File: src/rtl/acc_alu.sv
module acc_alu #(
  parameter int W = 8
) (
  input  logic [2:0]   op,
  input  logic [W-1:0] acc_lo,
  input  logic [W-1:0] acc_hi,
  input  logic [W-1:0] operand,
  output logic [W-1:0] nxt_lo,
  output logic [W-1:0] nxt_hi,
  output logic         div_by_zero
);
  localparam logic [2:0] OP_HALT = 3'b000;
  localparam logic [2:0] OP_ADD  = 3'b001;
  localparam logic [2:0] OP_MUL  = 3'b010;
  localparam logic [2:0] OP_DIV  = 3'b011;
  localparam logic [2:0] OP_XOR  = 3'b100;
  localparam logic [2:0] OP_PAR  = 3'b101;
  localparam logic [2:0] OP_NAND = 3'b110;
  localparam logic [2:0] OP_CLR  = 3'b111;
  localparam int PW = 2 * W;

  logic [PW-1:0] prod;
  logic [W-1:0]  diff;
  logic [PW-1:0] back;
  logic          zero_opnd;

  assign zero_opnd = (operand == '0);
  assign prod = {{W{1'b0}}, acc_lo} * {{W{1'b0}}, operand};

  always_comb begin
    nxt_hi = acc_hi;
    nxt_lo = acc_lo;
    div_by_zero = 1'b0;
    case (op)
      OP_HALT: ;
      OP_ADD:  nxt_lo = acc_lo + operand;
      OP_MUL:  {nxt_hi, nxt_lo} = prod;
      OP_DIV:  if (zero_opnd) div_by_zero = 1'b1;
               else nxt_lo = acc_lo / operand;
      OP_XOR:  nxt_lo = acc_lo ^ operand;
      OP_PAR:  nxt_lo = {^acc_lo[W-2:0], acc_lo[W-2:0]};
      OP_NAND: nxt_lo = ~(acc_lo & operand);
      OP_CLR:  nxt_lo = '0;
      default: ;
    endcase

    diff = nxt_lo - acc_lo;
    back = {{W{1'b0}}, nxt_lo} * {{W{1'b0}}, operand};

    if (op == OP_HALT)
      a_r1_halt_hold: assert ({nxt_hi, nxt_lo} == {acc_hi, acc_lo});
    if (op != OP_MUL)
      a_r1_hi_hold: assert (nxt_hi == acc_hi);
    if (op == OP_ADD)
      a_r2_add_mod: assert (diff == operand);
    if (op == OP_MUL && zero_opnd)
      a_r3_mul_zero: assert (nxt_hi == '0 && nxt_lo == '0);
    if (op == OP_MUL && operand == W'(1))
      a_r3_mul_one: assert (nxt_hi == '0 && nxt_lo == acc_lo);
    if (op == OP_DIV && !zero_opnd) begin
      a_r4_quot_low: assert (back <= {{W{1'b0}}, acc_lo});
      a_r4_quot_high: assert ({{W{1'b0}}, acc_lo} - back < {{W{1'b0}}, operand});
    end
    if (op == OP_DIV && zero_opnd)
      a_r5_dz_hold: assert (div_by_zero && nxt_lo == acc_lo);
    if (div_by_zero)
      a_r5_dz_only_div: assert (op == OP_DIV && zero_opnd);
    if (op == OP_XOR)
      a_r6_xor_undo: assert ((nxt_lo ^ operand) == acc_lo);
    if (op == OP_NAND)
      a_r7_nand_inv: assert ((~nxt_lo) == (acc_lo & operand));
    if (op == OP_PAR)
      a_r8_even: assert ((^nxt_lo) == 1'b0 && nxt_lo[W-2:0] == acc_lo[W-2:0]);
    if (op == OP_CLR)
      a_r9_clear: assert (nxt_lo == '0);
  end
endmodule

File: config.mk
export PLATFORM = sky130hd
export DESIGN_NAME = acc_alu
export DESIGN_NICKNAME = d
export VERILOG_FILES = /design/src/rtl/acc_alu.sv
export SDC_FILE = /design/constraint.sdc
export NUM_CORES = 1
export LEC_CHECK = 0
export BUFFER_PORTS_ARGS = -buffer_cell sky130_fd_sc_hd__buf_2
export CAP_MARGIN = 15
export CORE_MARGIN = 2
export CORE_UTILIZATION = 32
export DETAILED_ROUTE_END_ITERATION = 7
export GPL_TIMING_DRIVEN = 0
export PLACE_DENSITY = 0.48
export SETUP_SLACK_MARGIN = 0.15
export SYNTH_ARGS = -nofsm -noshare
export SYNTH_HDL_FRONTEND = slang
export SYNTH_SLANG_ARGS = --single-unit
File: constraint.sdc
create_clock -name vclk -period 19.99
set_clock_uncertainty 0.15 [all_clocks]
set_input_delay 2.9985 -clock vclk [all_inputs]
set_output_delay 2.9985 -clock vclk [all_outputs]
set_load 0.01 [all_outputs]
### Yosys cells after proc, flatten, opt, wreduce, memory -nomap -nowiden

Cells that the tools add are included.

| word-level totals | value |
|---|---|
| register bits after elaboration | 0 |
| input port bits | 27 |
| output and inout port bits | 17 |
| word-level logic and storage cells | 20 |

| operators by class | value |
|---|---|
| add/sub/neg operators | 1 |
| $mul | 1 |
| divide/modulo/power cells | 1 |
| eq/ne operators | 7 |
| mux-type cells | 5 |
| bitwise gates (word level) | 3 |
| reduce and logical (&&, ||, !) cells | 2 |

Operator list:

| cell | number |
|---|---|
| $pmux W8 S7 | 1 |
| $mul A8 B8 Y16 | 1 |
| $mux W8 | 2 |
| $eq A3 B3 Y1 const B | 4 |
| $add A8 B8 Y8 | 1 |
| $and A8 B8 Y8 | 1 |
| $div A8 B8 Y8 | 1 |
| $logic_not A8 Y1 | 1 |
| $not A8 Y8 | 1 |
| $xor A8 B8 Y8 | 1 |
| $reduce_xor A7 Y1 | 1 |
| $eq A3 B2 Y1 const B | 2 |
| $eq A3 B1 Y1 const B | 1 |
| $mux W1 | 2 |

### Depth between registers and ports, before layout

| logic depth | value |
|---|---|
| depth after elaboration | 3 |
| depth in mapped cells | 53 |
| depth with buffers taken out | 50 |

### Worst setup path before layout

No wires, ideal clock.

| timing | value |
|---|---|
| path kind | input-to-output |
| start point | input operand[5] |
| end point | output nxt_lo[0] |
| arrival time | 13.675 ns |
| required time | 16.842 ns |
| setup slack | 3.167 ns |
| stages | 49 |
| path buffers | 4 |
| cell sequence | buf_6 > nor4_1 > nand2_1 > nor4b_1 > xnor2_1 > ha_1 > o21ai_0 > a21oi_1 > a31o_2 > a22o_1 > ha_1 > o211ai_1 > a211oi_4 > inv_1 > or3_1 > nand2_1 > ha_1 > a21oi_1 > [... 13 more ...] > a21oi_1 > a21oi_1 > clkbuf_1 > o21ai_0 > ha_1 > o21a_1 > nor2_1 > o21ai_0 > a31oi_1 > a2bb2oi_1 > clkbuf_1 > mux2_2 > ha_1 > a21oi_1 > o211ai_1 > a21oi_1 > o221a_2 > a31oi_1 |

| on the way | value |
|---|---|
| cells in the longest elaborated chain, start to end | 3 |
| elaborated cells on any way between the ends | 4 |
| classes of those cells | 1 x div; 2 x mux; 1 x reduce/logical |

RTL lines:

| item | RTL line | source |
|---|---|---|
| start, declared | 7 | `input logic [W-1:0] operand,` |
| $div A8 B8 Y8 or $logic_not A8 Y1 (tied branches) | 39, 27 |  |
| $mux W8 * | 38 | `OP_DIV: if (zero_opnd) div_by_zero = 1'b1;` |
| $pmux W8 S7 * | 34 | `case (op)` |
| end, declared | 8 | `output logic [W-1:0] nxt_lo,` |

Mark *: on every way between the ends. The rest lies on a longest branch, timed or not.

### Worst setup path after layout

| timing | value |
|---|---|
| start point | input acc_lo[4] |
| end point | output nxt_lo[0] |

| on the way | value |
|---|---|
| cells in the longest elaborated chain, start to end | 3 |

RTL lines:

| item | RTL line | source |
|---|---|---|
| start, declared | 5 | `input logic [W-1:0] acc_lo,` |
| $div A8 B8 Y8 | 39 | `else nxt_lo = acc_lo / operand;` |
| $mux W8 | 38 |  |
| $pmux W8 S7 | 34 |  |

No other way between the ends.

==> flow_summary.ini <==
[clocking]
post-cts-setup-buffers = 0

[die]
core-area_um2 = 13400
start_util = 0.3306
die-area_um2 = 14800
die_w_um = 121.7
fp-row-count = 42
die_h_um = 121.7
num_io_pins = 44

[worst_setup_path]
worstPathMaxFanout = 10
critPathKind = in -> out
arrival_ns = 15.49
crit_end = nxt_lo[0]
crit_cells = 52
max_stage_delay_ns = 0.51
critPathBufInv = 8
critPathMostFrequentCell = ha_1
crit_required_ns = 16.84
start_kind = input pin
critPathLaunch = acc_lo[4]
critical_path.endpoint_type = output port
cpLargestDelayFamily = compound AO/OA/AOI/OAI gates
critPathSlowestCell = nor4b_1

[routing]
first_pass_iters = 5
drt-total-wl_um = 13420
drtIter0Drc = 377
drc = 0
vias = 4345
vias_per_cell = 5.411
wire_per_inst_um = 16.72
ant_nets = 0

[cells_and_area]
n_antenna_cell = 0
multi_input_area_um2 = 4111
nFillCells = 1498
final_common_cell = ha_1
regArea_um2 = 0
area_growth_pct = 10.17
drive_gt1_frac = 0.1069
nClkBuffers = 0
nets = 781
layout_common_cells = ha_1, inv_1, nand2_1, nor2_1, buf_2
n_sequential_cell = 0

[sta]
period_minus_slack_ns = 18.64
layout_setup_ws_ns = 1.353
slew_viol_final = 0
worst_pin_slew_ns = 0.7488
hold_slack_ns = 6.134
finalSetupViolCount = 0
fin_setup_tns_ns = 0
final_hold_viol_count = 0
rsz0062_at_grt = false
clock.fmax_ghz = 0.05366
max_slew_margin = 0.4969
period_share = 0.9323

[logic_synthesis]
syn_area_um2 = 4430
synth_top_family_by_area = adder cells
ys_seq_area_frac = 0
synthCells = 586
synth_compound_area_frac = 0.2180
synth-xor-area-share = 0.06326
syn-num-nets = 738
synth_top_area_share = 0.2485
synthSimpleGateAreaFrac = 0.1884
synth-adder-area-share = 0.4180
muxShareOfSynthArea = 0.03530
syn_avg_cell_area_um2 = 7.561
synthTopCellsByArea = ha_1, fa_1, inv_1, nand2_1, nor2_1
ys_types = 63
yosys_warnings = 0
yosys.area.top_type = ha_1

[global_routing]
grt_pass1_vias = 4202
grt_pass1_wl_um = 21850
grt.total_usage = 0.1844
gr-total-overflow = 0
grt_max_degree = 14
antenna_found_initial = 0

[power]
peakVddDrop_uv = 29.05
p_leak_uw = 0.002440
power_density_nw_per_um2 = 50.91

[run]
drv_cap = 0

[placed_design]
dp_hpwl_um = 11310
pre_cts_slack_ns = 0.6851
port_buffers = 41
gp_congestion = 0.8986

[min_path]
hold_path_class = in -> out
holdPathStages = 4

[run_status]
status = finished clean
per-layer routing:
| layer | share of wire | track usage | vias to the layer above |
|---|---|---|---|
| met5 | 0 | 0 | - |
| met4 | 0.017 | 0.02227 | 0 |
| met3 | 0.044 | 0.008895 | 14 |
| met2 | 0.45 | 0.3090 | 113 |
| met1 | 0.49 | 0.2703 | 2074 |
| li1 | - | - | 2144 |
area by class of cell:
cell class         instances  share of cell area
repair buffers            41             0.04204
well taps                176             0.04512
inverters                 68             0.05229
plain buffers             21             0.01820
multi-input cells        497              0.8423
per-stage QoR:
stage	power [uW]	area, um^2	cells	utilization
floorplan	189.3	4431	586	-
global placement	246.1	4856	803	0.3624
detailed placement	247.7	4856	803	0.3624
CTS	250.2	4856	803	0.3624
global route	285.4	4881	803	0.3642
finish	248.5	4881	803	0.3642
tightest hold or removal path: stages:
cell,delay (ns)
buf_2,0.07
nand2_1,0.04
o21ai_0,0.05
buf_2,0.12
logic make-up (layout without fill, tap and decap cells):
family	count (synthesis)	count (layout)
buffers and inverters	89	130
AO/OA/AOI/OAI	145	145
XOR/XNOR	32	32
multiplexers	14	14
AND/OR/NAND/NOR	180	180
adder cells (fa/ha/maj)	126	126
power breakdown:
part	internal [uW]	total, uW	switching, uW	leakage, uW
Clock	0	0	0	0
Sequential	0	0	0	0
Combinational	109	249	140	0.00244
Yosys cell counts (all sizes together), types with 2 or more instances:
| cell type | count |
|---|---|
| xnor2 | 19 |
| ha | 88 |
| a31o | 2 |
| nand3b | 3 |
| nand4 | 4 |
| nor2 | 50 |
| a21oi | 31 |
| mux2 | 7 |
| o21ai | 37 |
| o22ai | 5 |
| fa | 37 |
| buf | 2 |
| a211oi | 5 |
| xor2 | 13 |
| a22o | 2 |
| a32oi | 3 |
| o221a | 4 |
| nor3 | 12 |
| nor4b | 2 |
| or2 | 2 |
| o211ai | 7 |
| and2 | 9 |
| nand3 | 6 |
| a31oi | 7 |
| nand2b | 7 |
| nor2b | 3 |
| o21a | 9 |
| clkbuf | 19 |
| nand2 | 66 |
| inv | 67 |
| or3 | 10 |
| a221oi | 3 |
| mux2i | 7 |
| a22oi | 2 |
| a21o | 12 |
| nor4 | 2 |
repair_timing:
| action | in CTS | in global routing |
|---|---|---|
| hold endpoints to repair | 0 | 0 |
| hold buffers | 0 | 0 |
| endpoints found under the setup margin | 0 | 1 |
| gates resized for setup | 0 | 8 |
worst min-delay path by stage:
stage | start | to | slack, ns
floorplan | acc_hi[0] | nxt_hi[0] | 6.00
global placement | acc_hi[1] | nxt_hi[1] | 6.13
detailed placement | acc_hi[7] | nxt_hi[7] | 6.14
CTS | acc_hi[7] | nxt_hi[7] | 6.14
global route | acc_hi[4] | nxt_hi[4] | 6.17
finish | acc_hi[0] | nxt_hi[0] | 6.13
No activity file was read; power rests on OpenSTA's default activity.
